**src/rtl/gpio_flag_pkg.sv**
```systemverilog
package gpio_flag_pkg;

  localparam int ADDR_W = 2;
  localparam logic [ADDR_W-1:0] ADDR_DIR  = 2'd0;
  localparam logic [ADDR_W-1:0] ADDR_DATA = 2'd1;
  localparam logic [ADDR_W-1:0] ADDR_STAT = 2'd2;

  typedef enum logic [1:0] {
    SEL_DIR  = 2'd0,
    SEL_DATA = 2'd1,
    SEL_STAT = 2'd2,
    SEL_NONE = 2'd3
  } rdSel_e;

  typedef struct packed {
    logic   dirWr;
    logic   dataWr;
    logic   statWr;
    logic   dataClr;
    rdSel_e rdSel;
  } strobe_t;

endpackage

```
**src/rtl/gpio_flag_sync.sv**
```systemverilog
module gpio_flag_sync #(
  parameter int WIDTH  = 8,
  parameter int STAGES = 2
) (
  input  logic             clk,
  input  logic             rstN,
  input  logic [WIDTH-1:0] asyncIn,
  output logic [WIDTH-1:0] syncOut
);

  localparam int LAST = STAGES - 1;

  initial begin
    if (STAGES < 2) $error("gpio_flag_sync needs at least two stages");
  end

  for (genvar b = 0; b < WIDTH; b++) begin : g_bit
    logic [STAGES-1:0] chain;
    always_ff @(posedge clk or negedge rstN) begin
      if (!rstN) chain <= '0;
      else       chain <= {chain[STAGES-2:0], asyncIn[b]};
    end
    assign syncOut[b] = chain[LAST];
  end

endmodule

```
**src/rtl/gpio_flag_ctrl.sv**
```systemverilog
module gpio_flag_ctrl
  import gpio_flag_pkg::*;
(
  input  logic              clk,
  input  logic              rstN,
  input  logic [ADDR_W-1:0] regAddr,
  input  logic              regWrEn,
  input  logic              softReboot,
  output strobe_t           stb
);

  always_comb begin
    stb         = '0;
    stb.dataClr = softReboot;
    unique case (regAddr)
      ADDR_DIR: begin
        stb.rdSel = SEL_DIR;
        stb.dirWr = regWrEn;
      end
      ADDR_DATA: begin
        stb.rdSel  = SEL_DATA;
        stb.dataWr = regWrEn;
      end
      ADDR_STAT: begin
        stb.rdSel  = SEL_STAT;
        stb.statWr = regWrEn;
      end
      default: stb.rdSel = SEL_NONE;
    endcase
  end


  no_unmapped_strobe_chk: assert property (@(posedge clk) disable iff (!rstN)
    (regAddr == 2'd3) |-> !(stb.dirWr || stb.dataWr || stb.statWr));


  one_write_target_chk: assert property (@(posedge clk) disable iff (!rstN)
    $onehot0({stb.dirWr, stb.dataWr, stb.statWr}));

endmodule

```
**src/rtl/gpio_flag_datapath.sv**
```systemverilog
module gpio_flag_datapath
  import gpio_flag_pkg::*;
#(
  parameter int WIDTH = 8
) (
  input  logic             clk,
  input  logic             rstN,
  input  strobe_t          stb,
  input  logic [WIDTH-1:0] wrData,
  input  logic [WIDTH-1:0] syncIn,
  output logic [WIDTH-1:0] rdData,
  output logic [WIDTH-1:0] pinOut,
  output logic [WIDTH-1:0] pinOe
);

  logic [WIDTH-1:0] dirReg;
  logic [WIDTH-1:0] dataReg;
  logic [WIDTH-1:0] sticky;
  logic [WIDTH-1:0] pinView;
  logic [WIDTH-1:0] statView;

  always_ff @(posedge clk or negedge rstN) begin
    if (!rstN)          dirReg <= '1;
    else if (stb.dirWr) dirReg <= wrData;
  end

  always_ff @(posedge clk or negedge rstN) begin
    if (!rstN)            dataReg <= '0;
    else if (stb.dataClr) dataReg <= '0;
    else if (stb.dataWr)  dataReg <= wrData;
  end

  for (genvar b = 0; b < WIDTH; b++) begin : g_stat
    logic setCond;
    logic clrCond;
    assign setCond = dirReg[b] & syncIn[b];
    assign clrCond = stb.statWr & ~wrData[b];
    always_ff @(posedge clk or negedge rstN) begin
      if (!rstN)        sticky[b] <= 1'b0;
      else if (setCond) sticky[b] <= 1'b1;
      else if (clrCond) sticky[b] <= 1'b0;
    end
    assign pinView[b]  = dirReg[b] ? syncIn[b] : dataReg[b];
    assign statView[b] = dirReg[b] ? sticky[b] : dataReg[b];
  end

  always_comb begin
    unique case (stb.rdSel)
      SEL_DIR:  rdData = dirReg;
      SEL_DATA: rdData = pinView;
      SEL_STAT: rdData = statView;
      default:  rdData = '0;
    endcase
  end

  assign pinOut = dataReg;
  assign pinOe  = ~dirReg;


  stat_clear_chk: assert property (@(posedge clk) disable iff (!rstN)
    stb.statWr |=> ((sticky & ~$past(wrData) & ~$past(dirReg & syncIn)) == '0));


  stat_sticky_chk: assert property (@(posedge clk) disable iff (!rstN)
    !stb.statWr |=> (($past(sticky) & ~sticky) == '0));


  stat_set_chk: assert property (@(posedge clk) disable iff (!rstN)
    1'b1 |=> ((($past(dirReg & syncIn)) & ~sticky) == '0));


  reboot_clear_chk: assert property (@(posedge clk) disable iff (!rstN)
    stb.dataClr |=> (dataReg == '0));


  data_write_chk: assert property (@(posedge clk) disable iff (!rstN)
    (stb.dataWr && !stb.dataClr) |=> (dataReg == $past(wrData)));

endmodule

```
**src/rtl/gpio_flag_port.sv**
```systemverilog
module gpio_flag_port
  import gpio_flag_pkg::*;
#(
  parameter int NUM_PINS    = 8,
  parameter int SYNC_STAGES = 2
) (
  input  logic                clk,
  input  logic                rstN,
  input  logic                softReboot,
  input  logic [ADDR_W-1:0]   regAddr,
  input  logic                regWrEn,
  input  logic [NUM_PINS-1:0] regWrData,
  output logic [NUM_PINS-1:0] regRdData,
  input  logic [NUM_PINS-1:0] pinIn,
  output logic [NUM_PINS-1:0] pinOut,
  output logic [NUM_PINS-1:0] pinOe
);

  strobe_t             stb;
  logic [NUM_PINS-1:0] syncIn;

  gpio_flag_sync #(.WIDTH(NUM_PINS), .STAGES(SYNC_STAGES)) u_sync (
    .clk     (clk),
    .rstN    (rstN),
    .asyncIn (pinIn),
    .syncOut (syncIn)
  );

  gpio_flag_ctrl u_ctrl (
    .clk        (clk),
    .rstN       (rstN),
    .regAddr    (regAddr),
    .regWrEn    (regWrEn),
    .softReboot (softReboot),
    .stb        (stb)
  );

  gpio_flag_datapath #(.WIDTH(NUM_PINS)) u_dp (
    .clk    (clk),
    .rstN   (rstN),
    .stb    (stb),
    .wrData (regWrData),
    .syncIn (syncIn),
    .rdData (regRdData),
    .pinOut (pinOut),
    .pinOe  (pinOe)
  );

endmodule

```
**config.mk**
```make
export PLATFORM = sky130hd
export DESIGN_NAME = gpio_flag_port
export DESIGN_NICKNAME = d
export VERILOG_FILES = /design/src/rtl/gpio_flag_pkg.sv /design/src/rtl/gpio_flag_sync.sv /design/src/rtl/gpio_flag_ctrl.sv /design/src/rtl/gpio_flag_datapath.sv /design/src/rtl/gpio_flag_port.sv
export SDC_FILE = /design/constraint.sdc
export NUM_CORES = 1
export LEC_CHECK = 0
export CORE_MARGIN = 5
export CORE_UTILIZATION = 47
export CTS_CLUSTER_SIZE = 24
export DETAILED_ROUTE_END_ITERATION = 8
export HOLD_SLACK_MARGIN = 0.12
export PLACE_DENSITY_LB_ADDON = 0.05
export SLEW_MARGIN = 20
export SYNTH_ARGS = -nofsm -noshare
export SYNTH_HDL_FRONTEND = slang
export SYNTH_SLANG_ARGS = --single-unit
```
**constraint.sdc**
```tcl
create_clock -name clk -period 1.1 [get_ports clk]
set_clock_uncertainty 0.1 [all_clocks]
set_input_delay 0.11 -clock clk [delete_from_list [all_inputs] [get_ports clk]]
set_output_delay 0.11 -clock clk [all_outputs]
set_load 0.01 [all_outputs]
```
## Yosys cells after proc, flatten, opt, wreduce, memory -nomap -nowiden

Index checks and enable logic that the tools add are counted.

| word-level totals | value |
|---|---|
| input port bits | 22 |
| flip-flop bits (word level) | 40 |
| logic and storage cells | 97 |
| output and inout bits | 24 |

| operators by class | value |
|---|---|
| bitwise operators | 25 |
| reduce and logical (&&, ||, !) cells | 11 |
| muxes and demuxes | 39 |
| eq/ne operators | 4 |

Operator list:

| kind | number |
|---|---|
| 2-to-1 mux 1 bit | 35 |
| case mux 8 bit (3 select lines) | 1 |
| nonzero test 2 bit | 9 |
| AND 1 bit | 16 |
| 2-to-1 mux 8 bit | 2 |
| inverter 1 bit | 8 |
| inverter 8 bit | 1 |
| case mux 2 bit (3 select lines) | 1 |
| equality test 2 x 1 -> 1 bit, second input constant | 2 |
| equality test 2 bit, second input constant | 2 |
| zero test 2 bit | 2 |

## Depth between registers and ports, before layout

Gate-level depths: netlist of run 1.

| logic depth | value |
|---|---|
| depth after elaboration | 5 |
| depth in mapped cells | 5 |
| depth with buffers taken out | 3 |

## Cells and area by module

From an unflattened synthesis of run 1, not the netlist that was laid out.

| unflattened totals | value |
|---|---|
| cells, all modules | 159 |
| area total of the unflattened synthesis | 1727.9 um^2 |

Modules (own cells, without submodules):

| module | seq. area each (um^2) | area an instance (um^2) | cells each | instances |
|---|---|---|---|---|
| gpio_flag_datapath | 610.6 | 1227.4 | 129 | 1 |
| gpio_flag_sync | 400.4 | 460.4 | 24 | 1 |
| gpio_flag_ctrl | 0.0 | 40.0 | 6 | 1 |

## Worst setup path after synthesis of run 1

Ideal clock, no wire load.

| path | value |
|---|---|
| kind | reg-to-output |
| start | register u_dp.dirReg[0] |
| end | output regRdData[0] |
| data arrival time | 977 ps |
| cell stages (with the launch flop) | 4 |
| data required time | 890 ps |
| path buffers | 0 |
| path slack | -87 ps |
| cells stage by stage | dfstp_2 > nor2b_1 > o21a_1 > a311oi_1 |

| between the ends | value |
|---|---|
| cells in the longest elaborated chain, start to end | 2 |
| elaborated cells on any way between the ends | 3 |
| those cells by class | 3 x mux |

Ends and longest elaborated chain:

| what | line | source |
|---|---|---|
| start, declared | gpio_flag_datapath.sv:16 | `logic [WIDTH-1:0] dirReg;` |
| start signal, assigned | gpio_flag_datapath.sv:24 | `else if (stb.dirWr) dirReg <= wrData;` |
| 2-to-1 mux 1 bit, on equally long branches | gpio_flag_datapath.sv:44, gpio_flag_datapath.sv:43 |  |
| case mux 8 bit (3 select lines) (*) | gpio_flag_datapath.sv:48 | `unique case (stb.rdSel)` |
| end, declared | gpio_flag_port.sv:13 | `output logic [NUM_PINS-1:0] regRdData,` |

Mark *: on every way between the ends. The rest lies on a longest branch, timed or not.

## Worst setup path after layout of run 1

| path | value |
|---|---|
| start | register u_dp.dirReg[4] |
| end | output regRdData[4] |

The elaborated chain is that of the path after synthesis.

==> flow_metrics.env, run 1 <==
export IMPL_clock_sinks=40
export IMPL_max_clock_path_buffers=2
export IMPL_timing_critical_path_cells="nor2b_1 > o21a_1 > a311oi_2 > buf_2"
export IMPL_outcome="finished with violations"
export IMPL_critPathMaxStageDelay_ns=0.60
export IMPL_synthCells=148
export IMPL_root_buffer="clkbuf_4"
export IMPL_layout_worst_path_cycle_share=1.47
export IMPL_port_buffers=45
export IMPL_timing_critical_path_slowest_stage_cell="dfstp_2"
export IMPL_avg_cell_area_syn_um2=11.2
export IMPL_fin_crit_ns=1.61
export IMPL_power_mw=3.74
export IMPL_core_mm2=0.00336
export IMPL_drtPass1Iterations=4
export IMPL_register_bit_count_reported_by_yosys=40
export IMPL_die_ar_mm2=0.00480
export IMPL_finalHoldWorstSlack_ns=0.157
export IMPL_globalplace_congestion=0.744
export IMPL_average_detailed_routed_wire_length_per_instance_um=15.6
export IMPL_grt_setup_unrepaired="yes"
export IMPL_detail_route_vias_per_cell=5.12
export IMPL_io_pins=46
export IMPL_power_density_mw_per_mm2=1320
export IMPL_preCtsSetupSlack_ns=-0.910
export IMPL_antenna_left=0
export IMPL_worst_path_max_fanout=5
export IMPL_cts_buffer_count=5
export IMPL_stdcell_area_mm2=0.00283
export IMPL_grt_overflow_total=0
export IMPL_drv_cap=0
export IMPL_syn2layout_area_growth_pct=71.5
export IMPL_worst_hold_path_type="input pin to asynchronous set/reset pin"
export IMPL_n_antenna_cell=0
export IMPL_critical_path_endpoint_type="output pin"
export IMPL_maxClockFrequency_ghz=0.620
export IMPL_cts_tree="yes"
export IMPL_nets=265
export IMPL_timing_final_hold_violations=0
export IMPL_synth_fp_nets=170
export IMPL_placement_row_count=21
export IMPL_clock_insertion_delay_worst_skew_ns=0.33
export IMPL_yosysSeqAreaShare=0.613
export IMPL_arrival_ns=1.40
export IMPL_grt_antenna_before_repair=0
export IMPL_fp_dieW_um=69.3
export IMPL_fin_setup_tns_ns=-7.01
export IMPL_grt_pass1_vias=1504
export IMPL_timing_setup_critical_path_class="register to output pin"
export IMPL_clock_pin_slew_of_the_registers_on_the_worst_case_setup_and_hold_paths_ns=0.11
export IMPL_worst_setup_path_start_kind="register"
export IMPL_syn_area_mm2=0.00165
export IMPL_synth_area_leaders="dfrtp_1 (49%), dfstp_2 (13%), mux2_2 (5.5%)"
export IMPL_cellLeakagePower_nw=1.29
export IMPL_synth_largest_type_area_fraction=0.485
export IMPL_netlist_top_cell_by_area="dfrtp_1"
export IMPL_initialDrtViolationCount=36
export IMPL_grt_max_degree=41
export IMPL_grt_total_usage=0.186
export IMPL_grt_first_pass_wirelength_mm=7.09
export IMPL_irDropWorstVdd_uv=1060
export IMPL_yosysUniqueCellTypes=17
export IMPL_post_dp_hpwl_mm=2.86
export IMPL_cp_data_required_time_ns=0.89
export IMPL_path_buf_inv=1
export IMPL_vias=1485
export IMPL_placed_cell_area_mm2=0.00243
export IMPL_drc=0
export IMPL_crit_family="flip-flops"
export IMPL_chipHeight_um=69.3
export IMPL_violations="setup timing"
export IMPL_initial_core_util=0.491
export IMPL_final_layout_size_suffix_gt1_frac=0.496
export IMPL_postLayoutSetupSlackWorst_ns=-0.513
export IMPL_ys_warn_count=0
export IMPL_worst_slew_margin_rel=0.840
export IMPL_wirelength_mm=4.51
export IMPL_final_setup_viol_count=29
export IMPL_htree_num_levels=2
export IMPL_report_final_slew_viol_count=0
export IMPL_worst_pin_slew_ns=0.240
cell usage after synthesis:
library cell  number
dfrtp_1           32
inv_1             17
a21oi_1           16
nand2_1           16
o21ai_0           16
a311oi_1           8
dfstp_2            8
mux2_2             8
nor2b_1            8
o21a_1             8
buf_2              4
nand3b_1           2
and3b_1            1
buf_1              1
buf_6              1
nor2_8             1
or2_1              1
flip-flops by register name, indices dropped and copies added, names as in the netlist:
name                count
u_sync.g_bit.chain     16
u_dp.sticky             8
u_dp.dirReg             8
u_dp.pinOut             8
placed cells by master (no fill, tap or decap), drive strengths merged:
cell type      count
o21ai             16
clkdlybuf4s50     18
clkinv             2
dfrtp             32
nor2b              8
nor2               1
a311oi             8
mux2               8
buf               67
nand2             16
and3b              1
dfstp              8
or2                1
nand3b             2
clkbuf             6
dlygate4sd3        9
a21oi             16
o21a               8
inv               17
where the power goes:
part	internal, mW	switching (mW)	total [mW]	leakage [nW]
registers	1.66	0.125	1.78	0.461
clock network	0.304	0.453	0.757	0.0380
logic	0.719	0.484	1.20	0.790
total	2.68	1.06	3.74	1.29
worst min-delay path, cell delays in order:
cell,delay (ns)
dlygate4sd3_1,0.52
buf_2,0.12
buf_12,0.22
area by class of cell:
| type | instances | area [um2] |
|---|---|---|
| well taps | 46 | 57.6 |
| inverters | 17 | 71.3 |
| clock buffers | 6 | 51.3 |
| clock inverters | 2 | 10.0 |
| multi-input cells | 85 | 684 |
| fillers | 201 | 533 |
| repair buffers | 94 | 945 |
| flip-flops and latches | 40 | 1010 |
what timing repair did:
action	in CTS	in global routing
resized for setup	155	37
hold endpoints to repair	48	0
setup buffers	5	6
setup endpoints to repair	48	43
gates cloned	1	0
hold buffers	9	0
pin swaps	2	1
logic make-up after synthesis:
kind of cell    share of synthesized area
compound gates                      0.176
flops                               0.613
simple gates                       0.0970
buf+inv                            0.0599
mux                                0.0546
stage by stage:
| step | instances | util |
|---|---|---|
| 2_1_floorplan | 148 | - |
| 3_3_place_gp | 263 | 0.723 |
| 3_5_place_dp | 263 | 0.723 |
| 4_1_cts | 286 | 0.808 |
| 5_1_grt | 290 | 0.842 |
| 6_report | 290 | 0.842 |
routing by layer:
layer / share of wire / vias to the layer above / wire (um) / track usage
met5: 0 / - / 0 / 0
met4: 0.012 / 0 / 56 / 0.0586
met3: 0.057 / 7 / 257 / 0.0478
met2: 0.54 / 44 / 2430 / 0.329
met1: 0.39 / 731 / 1770 / 0.218
li1: - / 703 / - / -
final timing paths:
check / endpoint / slack (ns) / cells after the start / start
worst min-delay path: u_sync.g_bit[7].chain[1] / 0.16 / 3 / rstN
worst max-delay path: regRdData[4] / -0.51 / 4 / u_dp.dirReg[4]
worst min register to register: u_sync.g_bit[4].chain[1] / 0.26 / 0 / u_sync.g_bit[4].chain[0]
min in group clk: u_sync.g_bit[4].chain[1] / 0.26 / 0 / u_sync.g_bit[4].chain[0]
worst max register to register: u_dp.dirReg[5] / -0.09 / 4 / u_dp.dirReg[5]
max in group asynchronous: u_dp.dirReg[5] / 0.48 / 3 / rstN
Note: power is estimated with default switching activity, not from simulation.
==> inputs of run 2 (changes only) <==
--- a/config.mk
+++ b/config.mk
@@ -6,10 +6,10 @@
 export NUM_CORES = 1
 export LEC_CHECK = 0
-export CORE_MARGIN = 5
+export CORE_MARGIN = 2
 export CORE_UTILIZATION = 47
 export CTS_CLUSTER_SIZE = 24
 export DETAILED_ROUTE_END_ITERATION = 8
 export HOLD_SLACK_MARGIN = 0.12
-export PLACE_DENSITY_LB_ADDON = 0.05
+export PLACE_DENSITY = 0.83
 export SLEW_MARGIN = 20
 export SYNTH_ARGS = -nofsm -noshare
==> constraint.sdc (replaced) <==
create_clock -name clk -period 1.1 [get_ports clk]
set_clock_uncertainty 0.1 [all_clocks]
set_input_delay 0.11 -clock clk [delete_from_list [all_inputs] [get_ports clk]]
set_output_delay 0.11 -clock clk [all_outputs]
set_load 0.02 [all_outputs]
==> run 2 against run 1 <==
The run still ends with setup timing left. Wire length rose by 3.7%. Critical path depth did not move. Critical path type unchanged. Die area fell by 17%. Sequential share of layout area decreased by 0.24 points. Largest power group unchanged. Cell count fell by 1.0%. Clock-buffer cell count unchanged. Total power rose by 5.3%. Non-clock buffer count fell by 3. Via count shrank 0.94%. Sequential power about the same. Hold slack lost 0.018 ns.
==> flow_metrics.env, run 2 (synthesis results as in run 1) <==
export IMPL_fp_dieW_um=63.3
export IMPL_htree_num_levels=2
export IMPL_timing_final_hold_violations=0
export IMPL_clock_sinks=40
export IMPL_post_dp_hpwl_mm=2.94
export IMPL_grt_total_usage=0.247
export IMPL_placement_row_count=21
export IMPL_n_antenna_cell=0
export IMPL_outcome="finished with violations"
export IMPL_grt_overflow_total=0
export IMPL_timing_setup_critical_path_class="register to output pin"
export IMPL_cts_tree="yes"
export IMPL_numPlacedInstances=261
export IMPL_grt_max_degree=41
export IMPL_seq_area_mm2=0.00101
export IMPL_power_mw=3.94
export IMPL_globalplace_congestion=0.744
export IMPL_comb_pwr_share=0.353
export IMPL_clock_insertion_delay_worst_skew_ns=0.35
export IMPL_fin_crit_ns=1.68
export IMPL_layout_cells_most_common_list="buf_6 (42), dfrtp_1 (32), clkdlybuf4s50_1 (17), buf_4 (17), nand2_1 (16)"
export IMPL_final_setup_viol_count=32
export IMPL_final_layout_size_suffix_gt1_frac=0.465
export IMPL_grt_pass1_vias=1595
export IMPL_finalHoldWorstSlack_ns=0.139
export IMPL_grt_antenna_before_repair=0
export IMPL_cts_buffer_count=5
export IMPL_layout_worst_path_cycle_share=1.53
export IMPL_power_net_switching_mw=1.21
export IMPL_fin_setup_tns_ns=-8.64
export IMPL_critical_path_endpoint_type="output pin"
export IMPL_worst_pin_slew_ns=0.362
export IMPL_nets=262
export IMPL_die_ar_mm2=0.00400
export IMPL_core_mm2=0.00336
export IMPL_vias=1471
export IMPL_worst_slew_margin_rel=0.758
export IMPL_p_int_mw=2.73
export IMPL_wirelength_mm=4.68
export IMPL_largest_register_ffs=16
export IMPL_worst_hold_path_type="input pin to asynchronous set/reset pin"
export IMPL_root_buffer="clkbuf_4"
export IMPL_drv_cap=0
export IMPL_report_final_slew_viol_count=0
export IMPL_cp_data_required_time_ns=0.89
export IMPL_grt_first_pass_wirelength_mm=7.42
export IMPL_worstRegToRegCells=4
export IMPL_clkPwrFrac=0.198
export IMPL_reg_to_reg_slack_setup_ns=-0.07
export IMPL_initialDrtViolationCount=86
export IMPL_postLayoutSetupSlackWorst_ns=-0.585
export IMPL_maxClockFrequency_ghz=0.594
export IMPL_chipHeight_um=63.3
export IMPL_drc=0
export IMPL_layout_filler_cells=185
export IMPL_port_buffers=45
export IMPL_syn2layout_area_growth_pct=72.6
export IMPL_violations="setup timing"
export IMPL_power_density_mw_per_mm2=1380
export IMPL_drtPass1Iterations=4
export IMPL_cellLeakagePower_nw=1.28
export IMPL_worst_setup_path_start_kind="register"
export IMPL_max_clock_path_buffers=2
export IMPL_fin_cells=287
export IMPL_io_pins=46
export IMPL_pwr_share_seq=0.450
export IMPL_detail_route_vias_per_cell=5.13
export IMPL_worst_path_max_fanout=3
export IMPL_regMostFlops="u_sync.g_bit.chain"
export IMPL_arrival_ns=1.47
export IMPL_average_detailed_routed_wire_length_per_instance_um=16.3
export IMPL_commonest_non_fill_non_tap_cell_in_the_layout="buf_6"
export IMPL_initial_core_util=0.491
export IMPL_clock_pin_slew_of_the_registers_on_the_worst_case_setup_and_hold_paths_ns=0.12
export IMPL_antenna_left=0
export IMPL_multi_input_area_um2=691
export IMPL_irDropWorstVdd_uv=966
export IMPL_grt_setup_unrepaired="yes"
export IMPL_post_route_util=0.847
export IMPL_p_sw_frac=0.307
run 2: cell type report:
cell class                 instances  area share
clock buffer                       6      0.0180
clock inverter                     2     0.00351
inverter                          17      0.0277
multi-input combinational         85       0.242
sequential                        40       0.355
tap                               46      0.0202
timing repair buffer              91       0.333
run 2: metal layers:
layer  part of all wire  up-vias  global-route usage
li1                   -      688                   -
met5                  0        -                   0
met2               0.53       33               0.432
met1               0.42      745               0.298
met3              0.035        5              0.0607
met4              0.011        0              0.0815
run 2: what timing repair did:
action	CTS	global route
buffers inserted	7	7
pin swaps	1	2
hold buffers	9	0
setup endpoints to repair	48	34
endpoints found under the hold margin	48	0
resized for setup	195	16
run 2: final timing paths:
kind | startpoint | to
min in group clk | regWrData[6] | u_dp.pinOut[6]
max reg2reg | u_dp.dirReg[2] | u_dp.dirReg[2]
min reg2reg | u_sync.g_bit[1].chain[0] | u_sync.g_bit[1].chain[1]
min | rstN | u_sync.g_bit[1].chain[1]
max | u_dp.dirReg[2] | regRdData[2]
max in group asynchronous | rstN | u_dp.dirReg[7]
run 2: per-stage QoR:
stage	setup WS, ns	cell area [um2]
6_report	-0.585	2850
5_1_grt	-0.666	2850
2_1_floorplan	-0.135	1750
3_5_place_dp	-1.07	2450
4_1_cts	-0.578	2760
3_3_place_gp	-0.990	2450
run 2: critical path, cell delays in order (launching register included):
cell	delay, ns
dfstp_2	0.41
nor2b_4	0.12
o21a_1	0.22
a311oi_4	0.22
buf_6	0.16
run 2: power by group through the flow:
stage / combinational [mW] / sequential [mW] / clock (mW)
floorplan: 0.530 / 1.79 / 0
global placement: 1.09 / 1.75 / 0
detailed placement: 1.12 / 1.76 / 0
CTS: 1.31 / 1.75 / 0.798
global route: 1.47 / 1.79 / 0.877
finish: 1.39 / 1.77 / 0.779
